### src/rtl/rrc_pkg.sv
package rrc_pkg;

    // Operation performed by an end-around-carry unit
    typedef enum logic [0:0] {
        EAC_ADD = 1'b0,
        EAC_SUB = 1'b1
    } eac_op_e;

    // Width of the widest residue channel (modulus 2^(2n+1)-1)
    function automatic int wide_w(input int n);
        return 2 * n + 1;
    endfunction

    // Width of the two narrow residue channels
    function automatic int narrow_w(input int n);
        return 2 * n;
    endfunction

    // Width of the reconstructed value
    function automatic int out_w(input int n);
        return 6 * n + 1;
    endfunction

endpackage

### src/rtl/rrc_eac_unit.sv
// Modulo (2^W - 1) adder or subtractor with end-around carry.
// Operands may use the all-ones zero alias; the result never does.
module rrc_eac_unit
    import rrc_pkg::*;
#(
    parameter int      W  = 4,
    parameter eac_op_e OP = EAC_ADD
) (
    input  logic [W-1:0] opd_a,
    input  logic [W-1:0] opd_b,
    output logic [W-1:0] res_y
);
    localparam logic [W-1:0] ALL_ONES = '1;

    logic [W-1:0] opd_b_eff;
    logic [W:0]   raw_sum;
    logic [W-1:0] wrap_sum;

    generate
        if (OP == EAC_SUB) begin : g_sub
            // one's complement turns subtraction into addition mod 2^W-1
            assign opd_b_eff = ~opd_b;
        end else begin : g_add
            assign opd_b_eff = opd_b;
        end
    endgenerate

    // first carry-propagate pass
    assign raw_sum  = {1'b0, opd_a} + {1'b0, opd_b_eff};
    // carry out re-enters at weight 1 (2^W == 1 mod 2^W-1)
    assign wrap_sum = raw_sum[W-1:0] + {{(W-1){1'b0}}, raw_sum[W]};
    // zero-alias selection
    assign res_y    = (wrap_sum == ALL_ONES) ? '0 : wrap_sum;

endmodule

### src/rtl/rrc_digit_stage.sv
// Mixed-radix digits two and three.
module rrc_digit_stage
    import rrc_pkg::*;
#(
    parameter int N = 4
) (
    input  logic [2*N:0]   res_a,
    input  logic [2*N-1:0] res_b,
    input  logic [2*N-1:0] res_c,
    output logic [2*N:0]   mix_d2,
    output logic [2*N-1:0] mix_d3
);
    localparam int WA = wide_w(N);
    localparam int WB = narrow_w(N);

    logic [WA-1:0] diff_ab;
    logic [WB-1:0] fold_d2;
    logic [WB-1:0] diff_cb;
    logic [WB-1:0] fold_hi;

    // (res_a - res_b) mod 2^(2N+1)-1 ; res_b < that modulus so zero-extend
    rrc_eac_unit #(.W(WA), .OP(EAC_SUB)) u_sub_ab (
        .opd_a (res_a),
        .opd_b ({1'b0, res_b}),
        .res_y (diff_ab)
    );

    // times 2 == inverse of 2^(2N): rotate left by one
    assign mix_d2 = {diff_ab[WA-2:0], diff_ab[WA-1]};

    // reduce d2 modulo 2^(2N)-1: top bit weighs 2^(2N) == 1
    assign fold_hi = {{(WB-1){1'b0}}, mix_d2[WA-1]};

    rrc_eac_unit #(.W(WB), .OP(EAC_ADD)) u_fold_d2 (
        .opd_a (mix_d2[WB-1:0]),
        .opd_b (fold_hi),
        .res_y (fold_d2)
    );

    // res_c - res_b (res_b all ones is the zero alias here)
    rrc_eac_unit #(.W(WB), .OP(EAC_SUB)) u_sub_cb (
        .opd_a (res_c),
        .opd_b (res_b),
        .res_y (diff_cb)
    );

    // minus d2 gives the third digit
    rrc_eac_unit #(.W(WB), .OP(EAC_SUB)) u_sub_d2 (
        .opd_a (diff_cb),
        .opd_b (fold_d2),
        .res_y (mix_d3)
    );

endmodule

### src/rtl/rrc_recombine.sv
// X = d1 + 2^(2N) d2 + 2^(2N)(2^(2N+1)-1) d3
//   = {d3, d2, d1} - (d3 << 2N)
module rrc_recombine
    import rrc_pkg::*;
#(
    parameter int N = 4
) (
    input  logic [2*N-1:0] res_b,
    input  logic [2*N:0]   mix_d2,
    input  logic [2*N-1:0] mix_d3,
    output logic [6*N:0]   x_out
);
    localparam int WO = out_w(N);
    localparam int WB = narrow_w(N);
    localparam int WA = wide_w(N);

    logic [WO-1:0] packed_sum;
    logic [WO-1:0] corr_term;

    // fields occupy disjoint bit ranges: no adder needed to join them
    assign packed_sum = {mix_d3, mix_d2, res_b};
    assign corr_term  = {{WA{1'b0}}, mix_d3, {WB{1'b0}}};
    // single carry-propagate subtraction; result is never negative
    assign x_out      = packed_sum - corr_term;

endmodule

### src/rtl/rrc_reverse_conv.sv
module rrc_reverse_conv
    import rrc_pkg::*;
#(
    parameter int N = 4
) (
    input  logic [2*N:0]   res_a,
    input  logic [2*N-1:0] res_b,
    input  logic [2*N-1:0] res_c,
    output logic [6*N:0]   x_out
);
    logic [2*N:0]   mix_d2;
    logic [2*N-1:0] mix_d3;

    rrc_digit_stage #(.N(N)) u_digits (
        .res_a  (res_a),
        .res_b  (res_b),
        .res_c  (res_c),
        .mix_d2 (mix_d2),
        .mix_d3 (mix_d3)
    );

    rrc_recombine #(.N(N)) u_recomb (
        .res_b  (res_b),
        .mix_d2 (mix_d2),
        .mix_d3 (mix_d3),
        .x_out  (x_out)
    );

endmodule

### config.mk
export PLATFORM = sky130hd
export DESIGN_NAME = rrc_reverse_conv
export DESIGN_NICKNAME = d
export VERILOG_FILES = /design/src/rtl/rrc_pkg.sv /design/src/rtl/rrc_eac_unit.sv /design/src/rtl/rrc_digit_stage.sv /design/src/rtl/rrc_recombine.sv /design/src/rtl/rrc_reverse_conv.sv
export SDC_FILE = /design/constraint.sdc
export NUM_CORES = 1
export LEC_CHECK = 0
export BUFFER_PORTS_ARGS = -buffer_cell sky130_fd_sc_hd__clkbuf_2
export CAP_MARGIN = 15
export CORE_MARGIN = 3
export CORE_UTILIZATION = 50
export DETAILED_ROUTE_END_ITERATION = 7
export GPL_ROUTABILITY_DRIVEN = 0
export PLACE_DENSITY_LB_ADDON = 0.12
export SLEW_MARGIN = 20
export SYNTH_ARGS = -nofsm -noshare
export SYNTH_HDL_FRONTEND = slang
export SYNTH_SLANG_ARGS = --single-unit
### constraint.sdc
create_clock -name vclk -period 15.78
set_clock_uncertainty 0.05 [all_clocks]
set_input_delay 2.367 -clock vclk [all_inputs]
set_output_delay 2.367 -clock vclk [all_outputs]
set_load 0.02 [all_outputs]
==> results of run 1 <==
==> layout make-up <==
type / instances / area share (%)
inverter: 34 / 3.49
multi-input combinational: 364 / 80.8
tap: 72 / 2.47
timing repair buffer: 81 / 13.2
==> cell usage after synthesis (all sizes together), types with 6 or more instances <==
master	n	area [um^2]
xnor2	29	277
nand2b	8	50.1
o21a	6	45.0
buf	13	93.8
inv	34	128
nor2b	15	96.3
nand3	11	60.1
a21oi	27	143
nor2	37	141
and2	8	52.6
o21ai	26	130
a211oi	9	80.1
and3	11	68.8
ha	42	526
a21o	7	52.6
nor3	13	91.3
nand2	31	116
xor2	12	120
==> layer usage <==
metal / track usage (%) / vias to the layer above / wire [um]
met5: 0 / - / 0
met4: 2.05 / 0 / 45
met3: 0.0987 / 4 / 177
met2: 34.7 / 46 / 3760
met1: 30.1 / 1457 / 3830
li1: - / 1610 / -
==> metrics by stage <==
stage                     area (um^2)  hold slack, ns
after floorplan                  3040            4.80
after global placement           3460            4.92
after detailed placement         3460            4.92
after CTS                        3460            4.92
after global routing             3650            4.93
final                            3650            4.91
==> worst max-delay path by stage <==
stage / start / endpoint / slack (ns) / cells after the start
detailed placement: res_b[6] / x_out[20] / 0.04 / 57
global route: res_b[6] / x_out[20] / -0.12 / 59
floorplan: res_b[6] / x_out[24] / 0.51 / 55
global placement: res_b[6] / x_out[20] / 0.22 / 57
finish: res_b[6] / x_out[20] / 0.58 / 56
CTS: res_b[6] / x_out[20] / 0.02 / 57
==> cell families (layout without fill, tap and decap cells) <==
family	Yosys count	count (layout)	share of synthesized area [%]
multiplexers	4	4	1.52
XOR/XNOR	43	43	14.6
buffers and inverters	50	115	7.65
adder cells (fa/ha/maj)	46	46	19.9
AND/OR/NAND/NOR	160	160	29.5
AO/OA/AOI/OAI	111	111	26.9
==> repair_timing <==
item,in CTS,in global routing
gates resized for setup,1,40
pin swaps,0,10
endpoints found under the setup margin,1,12
buffers inserted,0,7
==> out/results.ini, run 1 <==
[outcome]
status = finished, final reports clean

[layout]
seq_cells = 0
multi_input_area_mm2 = 0.00295
n_clock_buffer = 0
final_util_pct = 64.0
layout.cells.non_filler = 551
diodes = 0
fin_nets = 552
final_cell_mix = clkbuf_2 (49), nor2_1 (35), inv_1 (32)
seqCellArea_um2 = 0
areaGrowthSynthToFinish_pct = 20.1
final_common_cell = clkbuf_2
drive_gt1_share_pct = 30.5
fill_cells = 527

[floorplan]
start_util_pct = 53.3
pin_count = 50
core_area_mm2 = 0.00571
fp.dieW_um = 84.0
dieArea_mm2 = 0.00706
rows = 27
dieHeight_um = 84.0

[critical_path]
cpMaxStageDelayCell = or4b_2
cp_common_cell = ha_2
startpoint_type = primary input
arrival_ns = 12.78
crit_family = compound AO/OA/AOI/OAI gates
crit_buf_inv = 7
timing.critical_path.fanout_max = 8
path_class = primary input to primary output
end_kind = primary output
cp_slowest_stage_delay_ns = 0.63
required_ns = 13.36

[synthesis]
syn_area_mm2 = 0.00304
ys_seq_area_share_pct = 0
synthCells = 414
avgSynthCellArea_um2 = 7.35
syn_nets = 485
synth.distinct_cells = 83
yosysWarnings = 0

[timing]
slew_headroom_pct = 61.2
worst_slew_pin_slew_ns = 0.578
finalHoldViolCount = 0
setup_viol = 0
fmax_mhz = 65.8
fin_ws_ns = 0.580
finalSetupTns_ns = 0
period_needed_ns = 15.20
finalCritPeriodShare_pct = 96.3
maxSlewViolCount = 0

[routing]
drt_iter0_markers = 168
dr.pass1.iters = 4
totalWireLength_mm = 7.81
vias = 3117
drc_errors = 0
ant_nets = 0
via_per_inst = 5.66
wire_per_inst_um = 14.2

[worst_hold_path]
holdCritPathClass = primary input to primary output
worstHoldStart = res_b[4]
min_to = x_out[4]
holdPathStages = 2

[global_routing]
grt_pass1_vias = 2874
grt_use_total_pct = 20.5
antenna_found_initial = 0
grt_overflow = 0
grt_pass1_wl_mm = 12.6
grt_max_degree = 11

[place]
hpwl_mm = 6.44
place_ws_ns = 0.0406
port_buffers = 50
placedCellCount = 544

[flow_run]
maxCapViolCount = 0

[cts]
cts_hold_buf = 0

Power of run 1 is left out: the tool's default activity adds up to more than one toggle a clock period on the data nets, which glitch-free logic cannot reach.
==> run 2, diff against run 1 <==
--- a/config.mk
+++ b/config.mk
@@ -12,7 +12,6 @@
 export DETAILED_ROUTE_END_ITERATION = 7
 export GPL_ROUTABILITY_DRIVEN = 0
 export PLACE_DENSITY_LB_ADDON = 0.12
-export SLEW_MARGIN = 20
 export SYNTH_ARGS = -nofsm -noshare
 export SYNTH_HDL_FRONTEND = slang
 export SYNTH_SLANG_ARGS = --single-unit
==> constraint.sdc (replaced) <==
create_clock -name vclk -period 15.78
set_clock_uncertainty 0.05 [all_clocks]
set_input_delay 0 -clock vclk [all_inputs]
set_output_delay 0 -clock vclk [all_outputs]
set_load 0.02 [all_outputs]
==> run 2 against run 1 <==
Effect of this change: global-route usage grew 0.20 points; wire length down 5.7%; non-clock buffer count down 31; worst hold slack got worse by 4.7 ns; highest routed layer is now met3; fmax rose by 24%; sequential share of layout area did not move; cell count down 5.6%; utilization fell by 6.6 points; final area decreased by 10%; die area did not move; first-iteration DRC count decreased by 1.2%; largest cell class unchanged.
==> out/results.ini, run 2 (synthesis gave the netlist of run 1 again) <==
[floorplan]
dieHeight_um = 84.0
pin_count = 50
rows = 27
core_area_mm2 = 0.00571
fp.dieW_um = 84.0
dieArea_mm2 = 0.00706
start_util_pct = 53.3

[routing]
ant_nets = 0
drt_iter0_markers = 166
drc_errors = 0
wire_per_inst_um = 14.2
dr.pass1.iters = 4
via_per_inst = 5.70
vias = 2966
totalWireLength_mm = 7.37

[layout]
seq_cells = 0
fin_nets = 521
diodes = 0
fin_area_mm2 = 0.00328
seqCellArea_um2 = 0
final_cell_mix = clkbuf_2 (50), ha_1 (42), nor2_1 (36)
n_clock_buffer = 0
areaGrowthSynthToFinish_pct = 7.73
drive_gt1_share_pct = 19.0
final_common_cell = clkbuf_2

[cts]
cts_hold_buf = 0
cts_resized = 0
post_cts_buffers = 0

[place]
hpwl_mm = 6.43
placed_cell_area_mm2 = 0.00328
place_ws_ns = 3.77
port_buffers = 50

[global_routing]
grt_pass1_wl_mm = 12.6
grt_use_total_pct = 20.7
grt_overflow = 0
grt_pass1_vias = 2791
antenna_found_initial = 0
grt_max_degree = 12

[critical_path]
arrival_ns = 12.25
timing.critical_path.fanout_max = 8
startpoint = res_b[6]
cp_common_cell = ha_1
worst-path-stages = 58
end_kind = primary output
path_class = primary input to primary output
startpoint_type = primary input
cp_slowest_stage_delay_ns = 0.68
crit_buf_inv = 6
cpMaxStageDelayCell = a2111oi_0
required_ns = 15.73
crit_family = compound AO/OA/AOI/OAI gates
critPathCapture = x_out[24]

[outcome]
status = finished, final reports clean

[timing]
finalSetupTns_ns = 0
rsz0062_at_grt = no
worst_slew_pin_slew_ns = 0.679
setup_viol = 0
maxSlewViolCount = 0
finalCritPeriodShare_pct = 78.0
fmax_mhz = 81.3
slew_headroom_pct = 53.6
finalHoldViolCount = 0
period_needed_ns = 12.30
fin_ws_ns = 3.48

[worst_hold_path]
holdCritPathClass = primary input to primary output

[flow_run]
maxCapViolCount = 0

run 2: cell type report:
type               count  area, um^2
inverters             34         128
well taps             72        90.1
repair buffers        50         250
fillers              579        2430
multi-input cells    364        2810
run 2: metrics by stage:
stage / utilization (%) / hold WS, ns / cells
finish: 57.4 / 0.180 / 520
detailed placement: 57.4 / 0.182 / 520
global route: 57.4 / 0.192 / 520
CTS: 57.4 / 0.182 / 520
floorplan: - / 0.0626 / 414
global placement: 57.4 / 0.182 / 520
run 2: how the worst min path moves through the flow:
| stage | start | end | slack, ns | cells past startpoint |
|---|---|---|---|---|
| after floorplan | res_b[0] | x_out[0] | 0.06 | 1 |
| after global placement | res_b[2] | x_out[2] | 0.18 | 2 |
| after detailed placement | res_b[6] | x_out[6] | 0.18 | 2 |
| after CTS | res_b[6] | x_out[6] | 0.18 | 2 |
| after global routing | res_b[5] | x_out[5] | 0.19 | 2 |
| final | res_b[6] | x_out[6] | 0.18 | 2 |
run 2: routing by layer:
layer	track usage, %	vias to the layer above	routed length [um]
met5	0	-	0
li1	-	1560	-
met3	0.296	0	176
met2	36.5	46	3470
met4	0.585	0	0
met1	29.7	1360	3720
Power of run 2 is left out for the same reason.
==> run 3, diff against run 2 <==
--- a/config.mk
+++ b/config.mk
@@ -5,6 +5,7 @@
 export SDC_FILE = /design/constraint.sdc
 export NUM_CORES = 1
 export LEC_CHECK = 0
+export ABC_AREA = 1
 export BUFFER_PORTS_ARGS = -buffer_cell sky130_fd_sc_hd__clkbuf_2
 export CAP_MARGIN = 15
 export CORE_MARGIN = 3
==> constraint.sdc (replaced) <==
create_clock -name vclk -period 12.5
set_clock_uncertainty 0.05 [all_clocks]
set_input_delay 0 -clock vclk [all_inputs]
set_output_delay 0 -clock vclk [all_outputs]
set_load 0.02 [all_outputs]
==> run 3 against run 2 <==
Effect of this change: critical path depth is 9 higher; sequential share of layout area stayed put; non-clock buffer count stayed put; cell count is 16% higher; via count is 1.6% lower; highest routed layer is now met4.
==> out/results.ini, run 3 <==
[power_and_ir_drop]
p_leak_nw = 1.89
total_power_w = 0.000884
peakVddDrop_mv = 0.313
power.density_mw_per_mm2 = 285

[layout]
areaGrowthSynthToFinish_pct = 9.27
drive_gt1_share_pct = 18.8
final_common_cell = nand2_1
n_clock_buffer = 0
fin_nets = 605
final_cell_mix = nand2_1 (122), inv_1 (93), clkbuf_2 (50)
final_util_pct = 58.4
diodes = 0
seqCellArea_um2 = 0
seq_cells = 0

[critical_path]
path_class = primary input to primary output
cp_slowest_stage_delay_ns = 0.42
cpMaxStageDelayCell = ha_1
crit_family = simple AND/OR/NAND/NOR gates
timing.critical_path.fanout_max = 14
cp_common_cell = nand2_1
required_ns = 12.45
crit_buf_inv = 8
end_kind = primary output
arrival_ns = 10.17
startpoint_type = primary input

[worst_hold_path]
holdCritPathClass = primary input to primary output

[floorplan]
core_area_mm2 = 0.00530
dieArea_mm2 = 0.00661
rows = 26
pin_count = 50
start_util_pct = 53.4
fp.dieW_um = 81.3
dieHeight_um = 81.3

[global_routing]
grt_use_total_pct = 20.1
antenna_found_initial = 0
grt_overflow = 0
grt_max_degree = 15
grt_pass1_vias = 2754
grt_pass1_wl_mm = 11.2

[flow_run]
maxCapViolCount = 0

[routing]
vias = 2918
drc_errors = 0
dr.pass1.iters = 5
via_per_inst = 4.85
totalWireLength_mm = 6.20
drt_iter0_markers = 100
ant_nets = 0
wire_per_inst_um = 10.3

[outcome]
status = finished, final reports clean

[timing]
slew_headroom_pct = 76.0
fin_ws_ns = 2.28
setup_viol = 0
finalCritPeriodShare_pct = 81.8
maxSlewViolCount = 0
finalHoldViolCount = 0
period_needed_ns = 10.22
fmax_mhz = 97.9
finalSetupTns_ns = 0
rsz0062_at_grt = no
whs_ns = 0.181
worst_slew_pin_slew_ns = 0.358

[synthesis]
post-synth-top-area-fraction_pct = 18.5
syn_area_mm2 = 0.00283
synth.most_common_cell = nand2_1
synthCells = 492
yosys-top-cells-count = nand2_1 (122), inv_1 (93), nor2_1 (49)
yosys.area.top_type = ha_1
synth.distinct_cells = 35
syn_nets = 563
yosysWarnings = 0
avgSynthCellArea_um2 = 5.76
ys_seq_area_share_pct = 0
synthTopCellsByArea = ha_1 (19%), nand2_1 (16%), inv_1 (12%), xor2_1 (8.0%), nor2_1 (6.5%)

[cts]
post_cts_buffers = 0
cts_hold_buf = 0
cts_resized = 0

[place]
port_buffers = 50
hpwl_mm = 5.72
place_ws_ns = 2.32

[run 3: final cells by class]
cell class	count	area (um^2)
Tap cell	70	87.6
Multi-Input combinational cell	380	2380
Fill cell	560	2210
Timing Repair Buffer	50	250
Inverter	102	383
[run 3: kinds of logic after synthesis]
group | synth area share (%)
XOR/XNOR | 10.8
AO/OA/AOI/OAI | 7.55
buffers and inverters | 16.2
AND/OR/NAND/NOR | 44.1
adder cells (fa/ha/maj) | 21.4
[run 3: path summary, 6_finish.rpt]
| kind | startpoint | endpoint | depth (start not counted) |
|---|---|---|---|
| hold / removal | res_b[3] | x_out[3] | 2 |
| setup / recovery | res_b[5] | x_out[24] | 67 |
[run 3: per-layer routing]
layer,up-vias,track usage [%],part of all wire (%)
met5,-,0,0
met4,0,1.18,0.34
met3,2,0.111,1.2
li1,1619,-,-
met1,1273,27.9,51
met2,24,36.2,47
[run 3: through the flow]
step | area (um^2) | std cells
floorplan | 2830 | 492
finish | 3100 | 602
detailed placement | 3100 | 602
global placement | 3100 | 602
global route | 3100 | 602
CTS | 3100 | 602
[run 3: where the power goes]
part	total (W)	internal (W)	switching [W]	leakage (nW)
Combinational	0.000884	0.000310	0.000573	1.89
Sequential	0	0	0	0
Clock	0	0	0	0
Total	0.000884	0.000310	0.000573	1.89
Power figures use the tool's default switching activity.
